==> src/rtl/mm_sched_pkg.sv <==
package mm_sched_pkg;

   // per-operand layout options; bit 0 transpose, bit 1 row mirror, bit 2 column mirror
   typedef struct packed {
      logic mir_col;
      logic mir_row;
      logic trn;
   } mm_opt_t;

   localparam int MM_LEVELS = 3;   // k, j, i

endpackage

==> src/rtl/mm_cfg_check.sv <==
module mm_cfg_check
   import mm_sched_pkg::*;
#(
   parameter int DIM_W = 8,
   parameter int REGS  = 128
) (
   input  logic [DIM_W-1:0] dim_i,
   input  logic [DIM_W-1:0] dim_j,
   input  logic [DIM_W-1:0] dim_k,
   output logic             cfg_ok
);
   localparam int PW = 2 * DIM_W;

   logic [2:0] fits;
   logic       nonzero;

   assign nonzero = (dim_i != '0) && (dim_j != '0) && (dim_k != '0);

   for (genvar g = 0; g < 3; g++) begin : g_prod
      logic [DIM_W-1:0] lhs;
      logic [DIM_W-1:0] rhs;
      logic [PW-1:0]    area;
      if (g == 0) begin : g_a
         assign lhs = dim_i;
         assign rhs = dim_k;
      end else if (g == 1) begin : g_b
         assign lhs = dim_k;
         assign rhs = dim_j;
      end else begin : g_c
         assign lhs = dim_i;
         assign rhs = dim_j;
      end
      assign area    = {{DIM_W{1'b0}}, lhs} * {{DIM_W{1'b0}}, rhs};
      assign fits[g] = (area <= PW'(REGS));
   end

   assign cfg_ok = nonzero && (&fits);

endmodule

==> src/rtl/mm_loop_nest.sv <==
module mm_loop_nest
   import mm_sched_pkg::*;
#(
   parameter int DIM_W  = 8,
   parameter int LEVELS = MM_LEVELS
) (
   input  logic                         clk,
   input  logic                         rst_n,
   input  logic                         clear,
   input  logic                         advance,
   input  logic [LEVELS-1:0][DIM_W-1:0] bound,
   output logic [LEVELS-1:0][DIM_W-1:0] count,
   output logic                         final_step
);
   logic [LEVELS-1:0] wrap;

   for (genvar l = 0; l < LEVELS; l++) begin : g_lvl
      logic [DIM_W-1:0] cnt_q;
      logic             tick;

      if (l == 0) begin : g_inner
         assign tick = 1'b1;
      end else begin : g_outer
         assign tick = &wrap[l-1:0];
      end

      assign wrap[l]  = (cnt_q == bound[l] - 1'b1);
      assign count[l] = cnt_q;

      always_ff @(posedge clk) begin
         if (!rst_n) begin
            cnt_q <= '0;
         end else if (clear) begin
            cnt_q <= '0;
         end else if (advance && tick) begin
            cnt_q <= wrap[l] ? '0 : cnt_q + 1'b1;
         end
      end
   end

   assign final_step = &wrap;

endmodule

==> src/rtl/mm_operand_map.sv <==
module mm_operand_map
   import mm_sched_pkg::*;
#(
   parameter int DIM_W = 8,
   parameter int IDX_W = 7
) (
   input  logic [DIM_W-1:0] row,
   input  logic [DIM_W-1:0] col,
   input  logic [DIM_W-1:0] n_rows,
   input  logic [DIM_W-1:0] n_cols,
   input  mm_opt_t          opt,
   output logic [IDX_W-1:0] idx
);
   localparam int PW = 2 * DIM_W;

   logic [DIM_W-1:0] r_eff;
   logic [DIM_W-1:0] c_eff;
   logic [PW-1:0]    major;
   logic [PW-1:0]    linear;

   assign r_eff = opt.mir_row ? (n_rows - 1'b1 - row) : row;
   assign c_eff = opt.mir_col ? (n_cols - 1'b1 - col) : col;

   always_comb begin
      if (opt.trn) begin
         major  = {{DIM_W{1'b0}}, c_eff} * {{DIM_W{1'b0}}, n_rows};
         linear = major + {{DIM_W{1'b0}}, r_eff};
      end else begin
         major  = {{DIM_W{1'b0}}, r_eff} * {{DIM_W{1'b0}}, n_cols};
         linear = major + {{DIM_W{1'b0}}, c_eff};
      end
   end

   assign idx = linear[IDX_W-1:0];

endmodule

==> src/rtl/mm_index_sched.sv <==
module mm_index_sched
   import mm_sched_pkg::*;
#(
   parameter  int DIM_W = 8,
   parameter  int REGS  = 128,
   localparam int IDX_W = $clog2(REGS)
) (
   input  logic             clk,
   input  logic             rst_n,
   input  logic             start,
   input  logic [DIM_W-1:0] dim_i,
   input  logic [DIM_W-1:0] dim_j,
   input  logic [DIM_W-1:0] dim_k,
   input  logic [2:0]       opt_a,
   input  logic [2:0]       opt_b,
   input  logic [2:0]       opt_c,
   output logic             valid,
   output logic             last,
   output logic             err,
   output logic [IDX_W-1:0] idx_a,
   output logic [IDX_W-1:0] idx_b,
   output logic [IDX_W-1:0] idx_c
);
   localparam int LV = MM_LEVELS;

   if (REGS < 2) begin : g_bad_regs
      $error("mm_index_sched: REGS must be at least 2");
   end
   if ((1 << DIM_W) <= REGS) begin : g_bad_dimw
      $error("mm_index_sched: DIM_W too narrow to express a REGS-long dimension");
   end

   logic                     running_q;
   logic                     err_q;
   logic                     cfg_ok;
   logic                     accept;
   logic                     fin;
   logic [LV-1:0][DIM_W-1:0] bound_q;
   logic [LV-1:0][DIM_W-1:0] count;
   mm_opt_t [2:0]            opt_q;
   logic [2:0][IDX_W-1:0]    idx_w;

   mm_cfg_check #(.DIM_W(DIM_W), .REGS(REGS)) u_check (
      .dim_i  (dim_i),
      .dim_j  (dim_j),
      .dim_k  (dim_k),
      .cfg_ok (cfg_ok)
   );

   assign accept = start && !running_q;

   always_ff @(posedge clk) begin
      if (!rst_n) begin
         running_q <= 1'b0;
         err_q     <= 1'b0;
         bound_q   <= '0;
         opt_q     <= '0;
      end else if (accept) begin
         running_q  <= cfg_ok;
         err_q      <= !cfg_ok;
         bound_q[0] <= dim_k;
         bound_q[1] <= dim_j;
         bound_q[2] <= dim_i;
         opt_q[0]   <= mm_opt_t'(opt_a);
         opt_q[1]   <= mm_opt_t'(opt_b);
         opt_q[2]   <= mm_opt_t'(opt_c);
      end else if (running_q && fin) begin
         running_q <= 1'b0;
      end
   end

   mm_loop_nest #(.DIM_W(DIM_W), .LEVELS(LV)) u_nest (
      .clk        (clk),
      .rst_n      (rst_n),
      .clear      (accept),
      .advance    (running_q),
      .bound      (bound_q),
      .count      (count),
      .final_step (fin)
   );

   // operand 0 = A (i,k), 1 = B (k,j), 2 = C (i,j); count/bound level 0=k, 1=j, 2=i
   for (genvar op = 0; op < 3; op++) begin : g_op
      logic [DIM_W-1:0] r_sel, c_sel, nr_sel, nc_sel;
      if (op == 0) begin : g_a
         assign r_sel  = count[2];
         assign c_sel  = count[0];
         assign nr_sel = bound_q[2];
         assign nc_sel = bound_q[0];
      end else if (op == 1) begin : g_b
         assign r_sel  = count[0];
         assign c_sel  = count[1];
         assign nr_sel = bound_q[0];
         assign nc_sel = bound_q[1];
      end else begin : g_c
         assign r_sel  = count[2];
         assign c_sel  = count[1];
         assign nr_sel = bound_q[2];
         assign nc_sel = bound_q[1];
      end
      mm_operand_map #(.DIM_W(DIM_W), .IDX_W(IDX_W)) u_map (
         .row    (r_sel),
         .col    (c_sel),
         .n_rows (nr_sel),
         .n_cols (nc_sel),
         .opt    (opt_q[op]),
         .idx    (idx_w[op])
      );
   end

   assign valid = running_q;
   assign last  = running_q && fin;
   assign err   = err_q;
   assign idx_a = idx_w[0];
   assign idx_b = idx_w[1];
   assign idx_c = idx_w[2];

endmodule

==> config.mk <==
export PLATFORM = sky130hd
export DESIGN_NAME = mm_index_sched
export DESIGN_NICKNAME = d
export VERILOG_FILES = /design/src/rtl/mm_sched_pkg.sv /design/src/rtl/mm_cfg_check.sv /design/src/rtl/mm_loop_nest.sv /design/src/rtl/mm_operand_map.sv /design/src/rtl/mm_index_sched.sv
export SDC_FILE = /design/constraint.sdc
export NUM_CORES = 1
export LEC_CHECK = 0
export ABC_AREA = 1
export BUFFER_PORTS_ARGS = -buffer_cell sky130_fd_sc_hd__buf_2
export CAP_MARGIN = 20
export CORE_MARGIN = 5
export CORE_UTILIZATION = 45
export DETAILED_ROUTE_END_ITERATION = 16
export PLACE_DENSITY = 0.66
export SLEW_MARGIN = 20
export SYNTH_ARGS = -nofsm -noshare
export SYNTH_HDL_FRONTEND = slang
export SYNTH_SLANG_ARGS = --single-unit
==> constraint.sdc <==
create_clock -name clk -period 7.7 [get_ports clk]
set_input_delay 0 -clock clk [delete_from_list [all_inputs] [get_ports clk]]
set_output_delay 0 -clock clk [all_outputs]
set_load 0.03 [all_outputs]
==> run summary, run 1 <==
The worst path meets setup with 1.19 ns of slack. The share of synthesized registers carrying an async set or reset was 0; the total DRC errors in the routed layout was 0. After the last flow step, the layout net total stands at 3,043. The worst register-to-register path begins at g_op[1].nc_sel[0]. The synthesis-to-layout area growth is 5.93%.

The largest stage delay on the critical path was 0.59 ns. The min-delay analysis places its worst path in the category in2reg. Summing all non-filler instances in the final layout gives an area of 17,900 um2.

The first detailed-routing pass ran for 7 iterations. The tools report the total standard cell area after synthesis as 16,900 um2. Total power for the finished layout comes to 2970 uW. After legalization and detailed placement, the total HPWL measured 38,800 um.

The post-synthesis cell type count is 46. Among all flip-flop cells after synthesis, the most frequent one is sky130_fd_sc_hd__dfxtp_1. The logs give 1.62 ns for the worst setup slack after placement and 3 for the level count of the clock H-tree. The critical path buffer and inverter count came out at 4. The number of buffers added on ports came out at 59. The worst hold path begins at opt_c[2].

The share of cells above drive strength 1 is 0.0392. At the worst endpoint, the required time is 7.70 ns. The logs give 78,300 um for the first-pass GRT wire length and 0 for the reported max-cap violation count.

The per-cell via count in the routed design works out to 5.06. Number of global-route vias before repair: 15,789. The count of pins over their slew limit is 0, and the number of primary I/O pins is 60. Synthesis produced 2,597 cells. The worst setup path is of the reg2out kind. The post-CTS clock slew at the launch and capture registers of the worst setup and hold paths is 0.06 ns, and the multi-input combinational cell area is 13,100 um2. For the final-layout fill cell count, the log shows 3,855.

For the count of routing violations after the opening detailed-route iteration, the log shows 1,021. The site row count is 71, and the number of instances in the placed design is 3,089. Wires add up to 47,400 um. The run finished with clean final reports. The register area share after synthesis is 0.0698, and the maximum count of clock buffers along a single path is 2. For the initial antenna violation count, the log shows 1. The kind of start point of the critical path is a flop. In this run the worst path has a maximum fanout of 14.

The total leakage power was 0.0108 uW; the sequential cell area in the final layout was 1180 um2. The tools report the type of destination of the critical path as an output port. The tools report the aggregate global-route resource usage as 0.230. The number of hold violations in the final report is 0. TritonCTS built the clock tree. For the number of post-CTS setup repair buffers, the log shows 0. Counting every net in the synthesized netlist gives 3,044. Power spread over the standard cell area amounts to 166 nW/um2. The width of the die is 204 um.

The cell sitting at the root of the clock tree is a sky130_fd_sc_hd__clkbuf_16. Setup repair after global routing left no endpoint under its margin. The total overflow left after global routing is 0. The relative slew slack was 0.348; the maximum ir drop on the vdd rail was 0.0812 mV. The sum of negative setup slack was 0 ns. The run gives 0.35 ns as the clock network latency to the later pin of the worst-skew pair. CTS saw 59 sinks.

The count of flip-flops with a built-in enable after synthesis is 0. Averaged over all synthesized cells, the footprint is 6.51 um2. After detailed routing, the average wire length per cell comes to 15.2 um.

For this block, the via count after detailed routing is 15,766. The run gives 6.51 ns as the endpoint arrival time on the critical path. The run gives 0.0144 ns as the worst setup skew after layout. The die covers 41,600 um2.

The initial standard-cell utilization of the core was 0.452. Static timing analysis puts the maximum clock frequency at 154 MHz. The number of clock buffers added by TritonCTS is 9. Once placement finished, the instance area stood at 17,600 um2. The slowest library cell on the worst path was sky130_fd_sc_hd__o21ai_0.

The run gives 0.986 as the placer congestion estimate. Broken down by cell family, the worst path's largest delay share belongs to adder cells. The logs give 65 for the pin count of the biggest net entering global routing and 3,113 for the final cell count without fillers. The worst path in the final design needs a cycle of 6.51 ns, including I/O delays and setup. The logs give 0.0181 for the met3 layer usage reported by global route and 37,400 um2 for the core area. Setup violations remaining at the end of the flow were counted as 0. The tools report the met2 capacity usage during global routing as 0.420.

The slew at the pin closest to its max-slew limit was 0.967 ns; the remaining antenna violation count after routing was 0. Post-CTS repair changed the size of 0 cells. In this run the vertical extent of the chip is 204 um. The library cell appearing most often on the critical path is sky130_fd_sc_hd__nand2_1. The Yosys step of the flow raised 0 warnings.

The layer with the highest usage after global routing was met2. The met1 demand-to-capacity share in global routing is 0.294. The most critical setup path has its startpoint at g_op[0].nr_sel[0]. The final clock period utilization by the worst path was 0.845; the number of synthesized register bits was 59.
per-stage QoR:
step / utilization / hold WS, ns
2_1_floorplan: - / 0.138
3_3_place_gp: 0.469 / 0.281
3_5_place_dp: 0.469 / 0.289
4_1_cts: 0.479 / 0.0651
5_1_grt: 0.479 / 0.129
6_report: 0.479 / 0.0773
cells in the mapped netlist, types with 6 or more instances:
master                     count  share of area
sky130_fd_sc_hd__a211oi_1      7         0.0031
sky130_fd_sc_hd__a21oi_1      76          0.022
sky130_fd_sc_hd__buf_2         7         0.0021
sky130_fd_sc_hd__clkbuf_1     71          0.016
sky130_fd_sc_hd__dfxtp_1      59          0.070
sky130_fd_sc_hd__fa_1        183           0.22
sky130_fd_sc_hd__ha_1        228           0.17
sky130_fd_sc_hd__inv_1       610           0.14
sky130_fd_sc_hd__nand2_1     709           0.16
sky130_fd_sc_hd__nand3_1     141          0.042
sky130_fd_sc_hd__nand3b_1     19         0.0084
sky130_fd_sc_hd__nand4_1      23         0.0085
sky130_fd_sc_hd__nor2_1      222          0.049
sky130_fd_sc_hd__nor3_1       11         0.0033
sky130_fd_sc_hd__nor4_1       10         0.0037
sky130_fd_sc_hd__o21ai_0      71          0.021
sky130_fd_sc_hd__o21ai_1       6         0.0018
sky130_fd_sc_hd__xnor2_1      24          0.012
sky130_fd_sc_hd__xor2_1       56          0.029
repair_timing:
action                                  CTS  global route
hold endpoints to repair                  7             0
endpoints found under the setup margin    0             0
hold buffers                              7             0
worst reg2reg max path: stages (launching register included):
cell and delay [ns]:
sky130_fd_sc_hd__dfxtp_1 0.36, sky130_fd_sc_hd__clkinv_1 0.47, sky130_fd_sc_hd__ha_1 0.45, sky130_fd_sc_hd__nand3_1 0.15, sky130_fd_sc_hd__xor2_1 0.11, sky130_fd_sc_hd__ha_1 0.38, sky130_fd_sc_hd__nand2_1 0.10, sky130_fd_sc_hd__nor2_1 0.15
sky130_fd_sc_hd__nand3_1 0.12, sky130_fd_sc_hd__nor3_1 0.45, sky130_fd_sc_hd__inv_2 0.16, sky130_fd_sc_hd__nor2_8 0.18, sky130_fd_sc_hd__nand3_1 0.28, sky130_fd_sc_hd__nand2_1 0.32, sky130_fd_sc_hd__nor2_1 0.08
where the power goes:
part,internal (uW),total (uW),switching (uW)
Sequential,321,357,36.3
Clock,230,404,174
Combinational,807,2210,1400
state kept, by name, summed over array words and instances (netlist names):
name,count
err,1
g_op.nc_sel,16
valid,1
opt_q,9
u_nest.g_lvl.cnt_q,24
g_op.nr_sel,8
worst paths after layout:
kind                                                 end  slack [ns]  cells after the start
worst max-delay path                            idx_a[6]        1.19                     28
worst min-delay path                            opt_q[8]        0.08                      3
worst max register to register  u_nest.g_lvl[2].cnt_q[5]        3.86                     14
worst min register to register                       err        0.49                      2
logic make-up (layout without fill, tap and decap cells):
family | Yosys count | count (layout) | share of synthesized area
flops | 59 | 59 | 0.0698
other cells | 0 | 1 | 0
fa+ha+maj | 411 | 411 | 0.385
mux | 3 | 3 | 0.00178
xor+xnor | 82 | 82 | 0.0437
buf+inv | 700 | 704 | 0.156
compound gates | 190 | 190 | 0.0617
simple gates | 1152 | 1152 | 0.282
layout make-up:
type | instances | share of cell area
antenna | 1 | 0.000140
clock buffer | 10 | 0.0133
clock inverter | 6 | 0.00265
inverter | 620 | 0.130
multi-input combinational | 1838 | 0.731
sequential | 59 | 0.0659
tap | 511 | 0.0357
timing repair buffer | 68 | 0.0212
per-layer routing:
metal / part of all wire / vias up
met5: 0 / -
met4: 0.026 / 0
met3: 0.055 / 66
met2: 0.49 / 438
met1: 0.43 / 7437
li1: - / 7825
cell usage in the layout (no fill, tap or decap), types with 4 or more instances in the layout:
cell type                       count
sky130_fd_sc_hd__a31oi_1            5
sky130_fd_sc_hd__o21ai_0           71
sky130_fd_sc_hd__buf_2             59
sky130_fd_sc_hd__inv_2              5
sky130_fd_sc_hd__a21o_1             5
sky130_fd_sc_hd__xnor2_1           24
sky130_fd_sc_hd__clkinv_1           4
sky130_fd_sc_hd__o22ai_1            4
sky130_fd_sc_hd__nor3_1            11
sky130_fd_sc_hd__nor4_1            10
sky130_fd_sc_hd__a21oi_1           76
sky130_fd_sc_hd__o211ai_1           5
sky130_fd_sc_hd__o21ai_1            6
sky130_fd_sc_hd__fa_1             183
sky130_fd_sc_hd__inv_1            610
sky130_fd_sc_hd__nor2_1           222
sky130_fd_sc_hd__nand3b_1          19
sky130_fd_sc_hd__xor2_1            56
sky130_fd_sc_hd__a211oi_1           7
sky130_fd_sc_hd__dfxtp_1           59
sky130_fd_sc_hd__clkbuf_16          9
sky130_fd_sc_hd__ha_1             228
sky130_fd_sc_hd__dlygate4sd3_1      7
sky130_fd_sc_hd__nand4_1           23
sky130_fd_sc_hd__nand3_1          141
sky130_fd_sc_hd__or2_2              4
sky130_fd_sc_hd__nand2_1          708
No activity file was read; power rests on OpenSTA's default activity.
==> run 2, diff against run 1 <==
ABC_AREA = 0   (was 1)
clock period = 6.21 ns   (was 7.7 ns; I/O delays follow)
==> run 2 against run 1 <==
  * Setup slack worse by 1.1 ns
  * Global-route usage down 1.3 points
  * Sequential cell count is the same
  * Largest cell class unchanged
==> run summary, run 2 <==
Final clock period utilization by the worst path: 0.984. Setup repair after global routing could not meet its margin everywhere. The relative slew slack was 0.494 (+0.146); the site row count was 69 (-2.8%).

Worst setup skew after layout: 0.00826 ns (-0.00614 ns). The largest fanout of any net on the critical path is 16 (+2). The count of pins over their slew limit is 0 (unchanged), and the pin count of the biggest net entering global routing is 38 (-42%). The endpoint arrival time on the critical path is 6.11 ns (-0.40 ns), and the core area is 35,700 um2 (-4.7%).

Average footprint of a synthesized cell: 8.39 um2 (+29%). The share of cells above drive strength 1 is 0.127 (+0.0881). The number of nets in the layout is 2,468 (-19%). The count of flip-flops with a built-in enable after synthesis was 0 (unchanged); the initial standard-cell utilization of the core was 0.457 (+0.00465). The area share of fa/ha/maj cells after synthesis was 0.400 (+0.0147). Register containing the most flip-flops in the final layout: u_nest.g_lvl.cnt_q.

STA classifies the critical path endpoint as an output port. Leaving out fill and tap cells, the most frequent cells in the layout are sky130_fd_sc_hd__inv_1, sky130_fd_sc_hd__and2_1, sky130_fd_sc_hd__ha_1. The count of routing violations after the opening detailed-route iteration is 608 (-40%), and the hold path depth is 3 (unchanged).

The area after detailed placement came out at 17,300 um2 (-1.3%). The logs give 9 (unchanged) for the number of CTS-inserted buffers and 0.277 (-0.0169) for the met1 demand-to-capacity share in global routing. STA classifies the critical path startpoint as a flop.

The gate count of the mapped netlist was 1,941 (-25%). Register area share after synthesis: 0.0725 (+0.00267). The post-route standard cell area excluding fillers was 18,300 um2 (+2.4%); the total DRC errors in the routed layout was 0 (unchanged). The maximum ir drop on the vdd rail was 0.150 mV (+85%); the clock network latency to the later pin of the worst-skew pair was 0.33 ns (-0.02 ns). Post-detailed-routing wire length: 44,100 um (-6.9%).

The tools report the hold path startpoint as dim_k[0]. The XOR/XNOR share of the synthesized area was 0.0975 (+0.0537); the final global-route overflow total was 0 (unchanged). The estimated wirelength of the detail-placed design was 35,200 um (-9.2%). Reported max-cap violation count: 0 (unchanged). The synthesized netlist net count was 2,388 (-22%); the number of cells on the worst reg-to-reg path was 12 (-2). The remaining antenna violation count after routing came out at 0 (unchanged). The routed wire length per instance is 17.7 um (+17%), and the number of global-route vias before repair is 13,930 (-12%).

The worst setup path is of the reg2out kind. The number of primary I/O pins is 60 (unchanged), and the number of sinks handled by clock tree synthesis is 59 (unchanged). The met3 layer usage reported by global route is 0.0176 (-0.000463).

The most critical setup path has its startpoint at g_op[0].nc_sel[0]. The dominant synthesized flop cell was sky130_fd_sc_hd__dfxtp_1. The area fraction in compound gates after synthesis works out to 0.113 (+0.0511). Share of synthesized registers carrying an async set or reset: 0 (unchanged). The tools report the multi-input combinational cell area as 14,100 um2 (+7.6%).

For the first-pass detailed-route iteration total, the log shows 5 (-2). For the final setup violation count, the log shows 0 (unchanged). The tools report the level count of the clock H-tree as 3 (unchanged).

The area share of the leading cell type in the synthesized netlist came out at 0.225 (+0.00828). The tools report the initial antenna violation count as 0 (-1). Leaving out fill and tap cells, the most frequent cell in the layout is sky130_fd_sc_hd__inv_1. The worst flop-to-flop path startpoint is g_op[0].nc_sel[2]. The run gives 0.395 (-0.0249) as the met2 capacity usage during global routing.

Number of flip-flops in the largest register: 24 (unchanged). The fraction of the mapped netlist area in simple logic gates was 0.213 (-0.0693). The tools report the die footprint as 40,100 um2 (-3.5%). The largest family of logic cells by synthesized area was adder cells. The placer congestion estimate is 0.950 (-3.6%). The logs give 1190 um2 (+0.95%) for the sequential cell area in the final layout and 16,300 um2 (-3.7%) for the total standard cell area after synthesis. The min-delay analysis places its worst path in the category in2reg. After global routing, the most crowded layer is met2. Summed over all instances, the cell type with the most area after synthesis is sky130_fd_sc_hd__fa_1. For the maximum frequency from static timing analysis, the log shows 164 MHz.

The run finished with clean final reports. Buffer cell driving the clock tree root: sky130_fd_sc_hd__clkbuf_16. The warning count from the yosys run came out at 0 (unchanged).

For the final hold slack, the log shows 0.112 ns (+0.0350 ns). sky130_fd_sc_hd__inv_1 is the most common cell in the netlist. The slew at the pin closest to its max-slew limit is 0.757 ns (-0.210 ns), and the final-layout fill cell count is 3,370 (-13%). The post-synthesis cell type count was 74 (+61%); the final critical delay including setup and external delays was 6.11 ns.

The number of synthesized register bits was 59 (unchanged). Yosys attributes the largest share of cell area to sky130_fd_sc_hd__fa_1, sky130_fd_sc_hd__ha_1, sky130_fd_sc_hd__and2_1. The multiplexer share of the synthesized area is 0.0170 (+0.0152), and the number of vias in the routed layout is 13,470 (-15%). The run gives 0.218 (-0.0126) as the aggregate global-route resource usage.

The maximum count of clock buffers along a single path is 2 (unchanged), and the power density relative to cell area is 184 nW/um2 (+11%). The post-CTS clock slew at the launch and capture registers of the worst setup and hold paths was 0.05 ns (about the same); the synthesis-to-layout area growth was 12.6%. The total leakage power came out at 0.00920 uW (-15%). The first-pass GRT wire length is 72,000 um (-8.0%). Per-cell via count in the routed design: 5.42 (+6.9%). TritonCTS built the clock tree. The number of buffers added on ports is 59 (unchanged). In the synthesized netlist, the cells that appear most often are sky130_fd_sc_hd__inv_1, sky130_fd_sc_hd__ha_1, sky130_fd_sc_hd__and2_1, sky130_fd_sc_hd__nand2_1, sky130_fd_sc_hd__fa_1.

The y dimension of the die is 200 um (-1.8%), and the required time of the worst setup path is 6.21 ns (-1.49 ns). The tools report the antenna cell count as 0 (-1). The number of hold violations in the final report was 0 (unchanged); the width of the die was 200 um (-1.8%).
## run 2: cell types whose count changed after synthesis, moves of 34 or more
cell	delta
sky130_fd_sc_hd__nor2b_1	+35
sky130_fd_sc_hd__nand2_1	-507
sky130_fd_sc_hd__o21ai_0	-50
sky130_fd_sc_hd__and2_1	+227
sky130_fd_sc_hd__inv_1	-315
sky130_fd_sc_hd__a21boi_0	+34
sky130_fd_sc_hd__nand3_1	-126
sky130_fd_sc_hd__xnor2_1	+50
sky130_fd_sc_hd__nor2_1	-140
## run 2: path summary, 6_finish.rpt
| kind | to | slack, ns |
|---|---|---|
| worst max-delay path | idx_a[6] | 0.1 |
| worst min-delay path | g_op[0].nc_sel[0] | 0.11 |
| worst max register to register | u_nest.g_lvl[2].cnt_q[4] | 2.63 |
| worst min register to register | g_op[0].nr_sel[7] | 0.48 |
## run 2: report_power, final
part           total (uW)  internal, uW  switching, uW
Clock                 570           401            169
Combinational        2380          1020           1360
Sequential            424           392           31.8
Total                3370          1810           1560
## run 2: kinds of logic after synthesis
family,count (synthesis)
buffers and inverters,374
AOI/OAI and AO/OA,261
muxes,25
xor gates and xnor gates,147
DFF,59
adders and majority gates,411
and+or+nand+nor,664
## run 2: area by class of cell
cell class                      instances  share of cell area
Multi-Input combinational cell       1508               0.768
Timing Repair Buffer                  147              0.0558
Sequential cell                        59              0.0650
Clock inverter                          5             0.00546
Clock buffer                           11              0.0132
Tap cell                              461              0.0315
Inverter                              296              0.0607
## run 2: per-stage QoR
| stage | power, uW | std cells | utilization | setup TNS (ns) | worst slack (ns) |
|---|---|---|---|---|---|
| floorplan | 2150 | 1941 | - | 0 | 0.0417 |
| global placement | 2670 | 2445 | 0.486 | 0 | 0.217 |
| detailed placement | 2720 | 2445 | 0.486 | 0 | 0.0650 |
| CTS | 3340 | 2476 | 0.504 | -0.0118 | -0.0118 |
| global route | 3690 | 2487 | 0.514 | -0.170 | -0.0695 |
| finish | 3370 | 2487 | 0.514 | 0 | 0.0976 |
## run 2: repair_timing
item / in CTS / in global routing
gates resized for setup: 38 / 63
pin swaps: 21 / 36
buffers inserted: 6 / 11
hold buffers: 9 / 0
setup endpoints to repair: 3 / 3
endpoints found under the hold margin: 9 / 0
## run 2: metal layers
metal | share of wire | up-vias
met5 | 0 | -
met4 | 0.033 | 0
met3 | 0.039 | 84
met2 | 0.50 | 274
met1 | 0.43 | 6650
li1 | - | 6462
## run 2: worst max-delay path: stages (launching register included)
cell	delay (ns)
sky130_fd_sc_hd__dfxtp_2	0.34
sky130_fd_sc_hd__buf_8	0.18
sky130_fd_sc_hd__ha_1	0.20
sky130_fd_sc_hd__inv_1	0.07
sky130_fd_sc_hd__fa_2	0.39
sky130_fd_sc_hd__a21o_1	0.23
sky130_fd_sc_hd__a211o_1	0.32
sky130_fd_sc_hd__and3_2	0.24
sky130_fd_sc_hd__nor2_2	0.13
sky130_fd_sc_hd__fa_1	0.40
sky130_fd_sc_hd__ha_1	0.33
sky130_fd_sc_hd__fa_1	0.52
sky130_fd_sc_hd__fa_2	0.56
sky130_fd_sc_hd__ha_4	0.20
sky130_fd_sc_hd__a21oi_2	0.11
sky130_fd_sc_hd__xnor3_1	0.40
sky130_fd_sc_hd__xnor3_1	0.23
sky130_fd_sc_hd__xnor2_2	0.16
sky130_fd_sc_hd__xor3_1	0.42
sky130_fd_sc_hd__mux2i_4	0.20
sky130_fd_sc_hd__buf_6	0.16
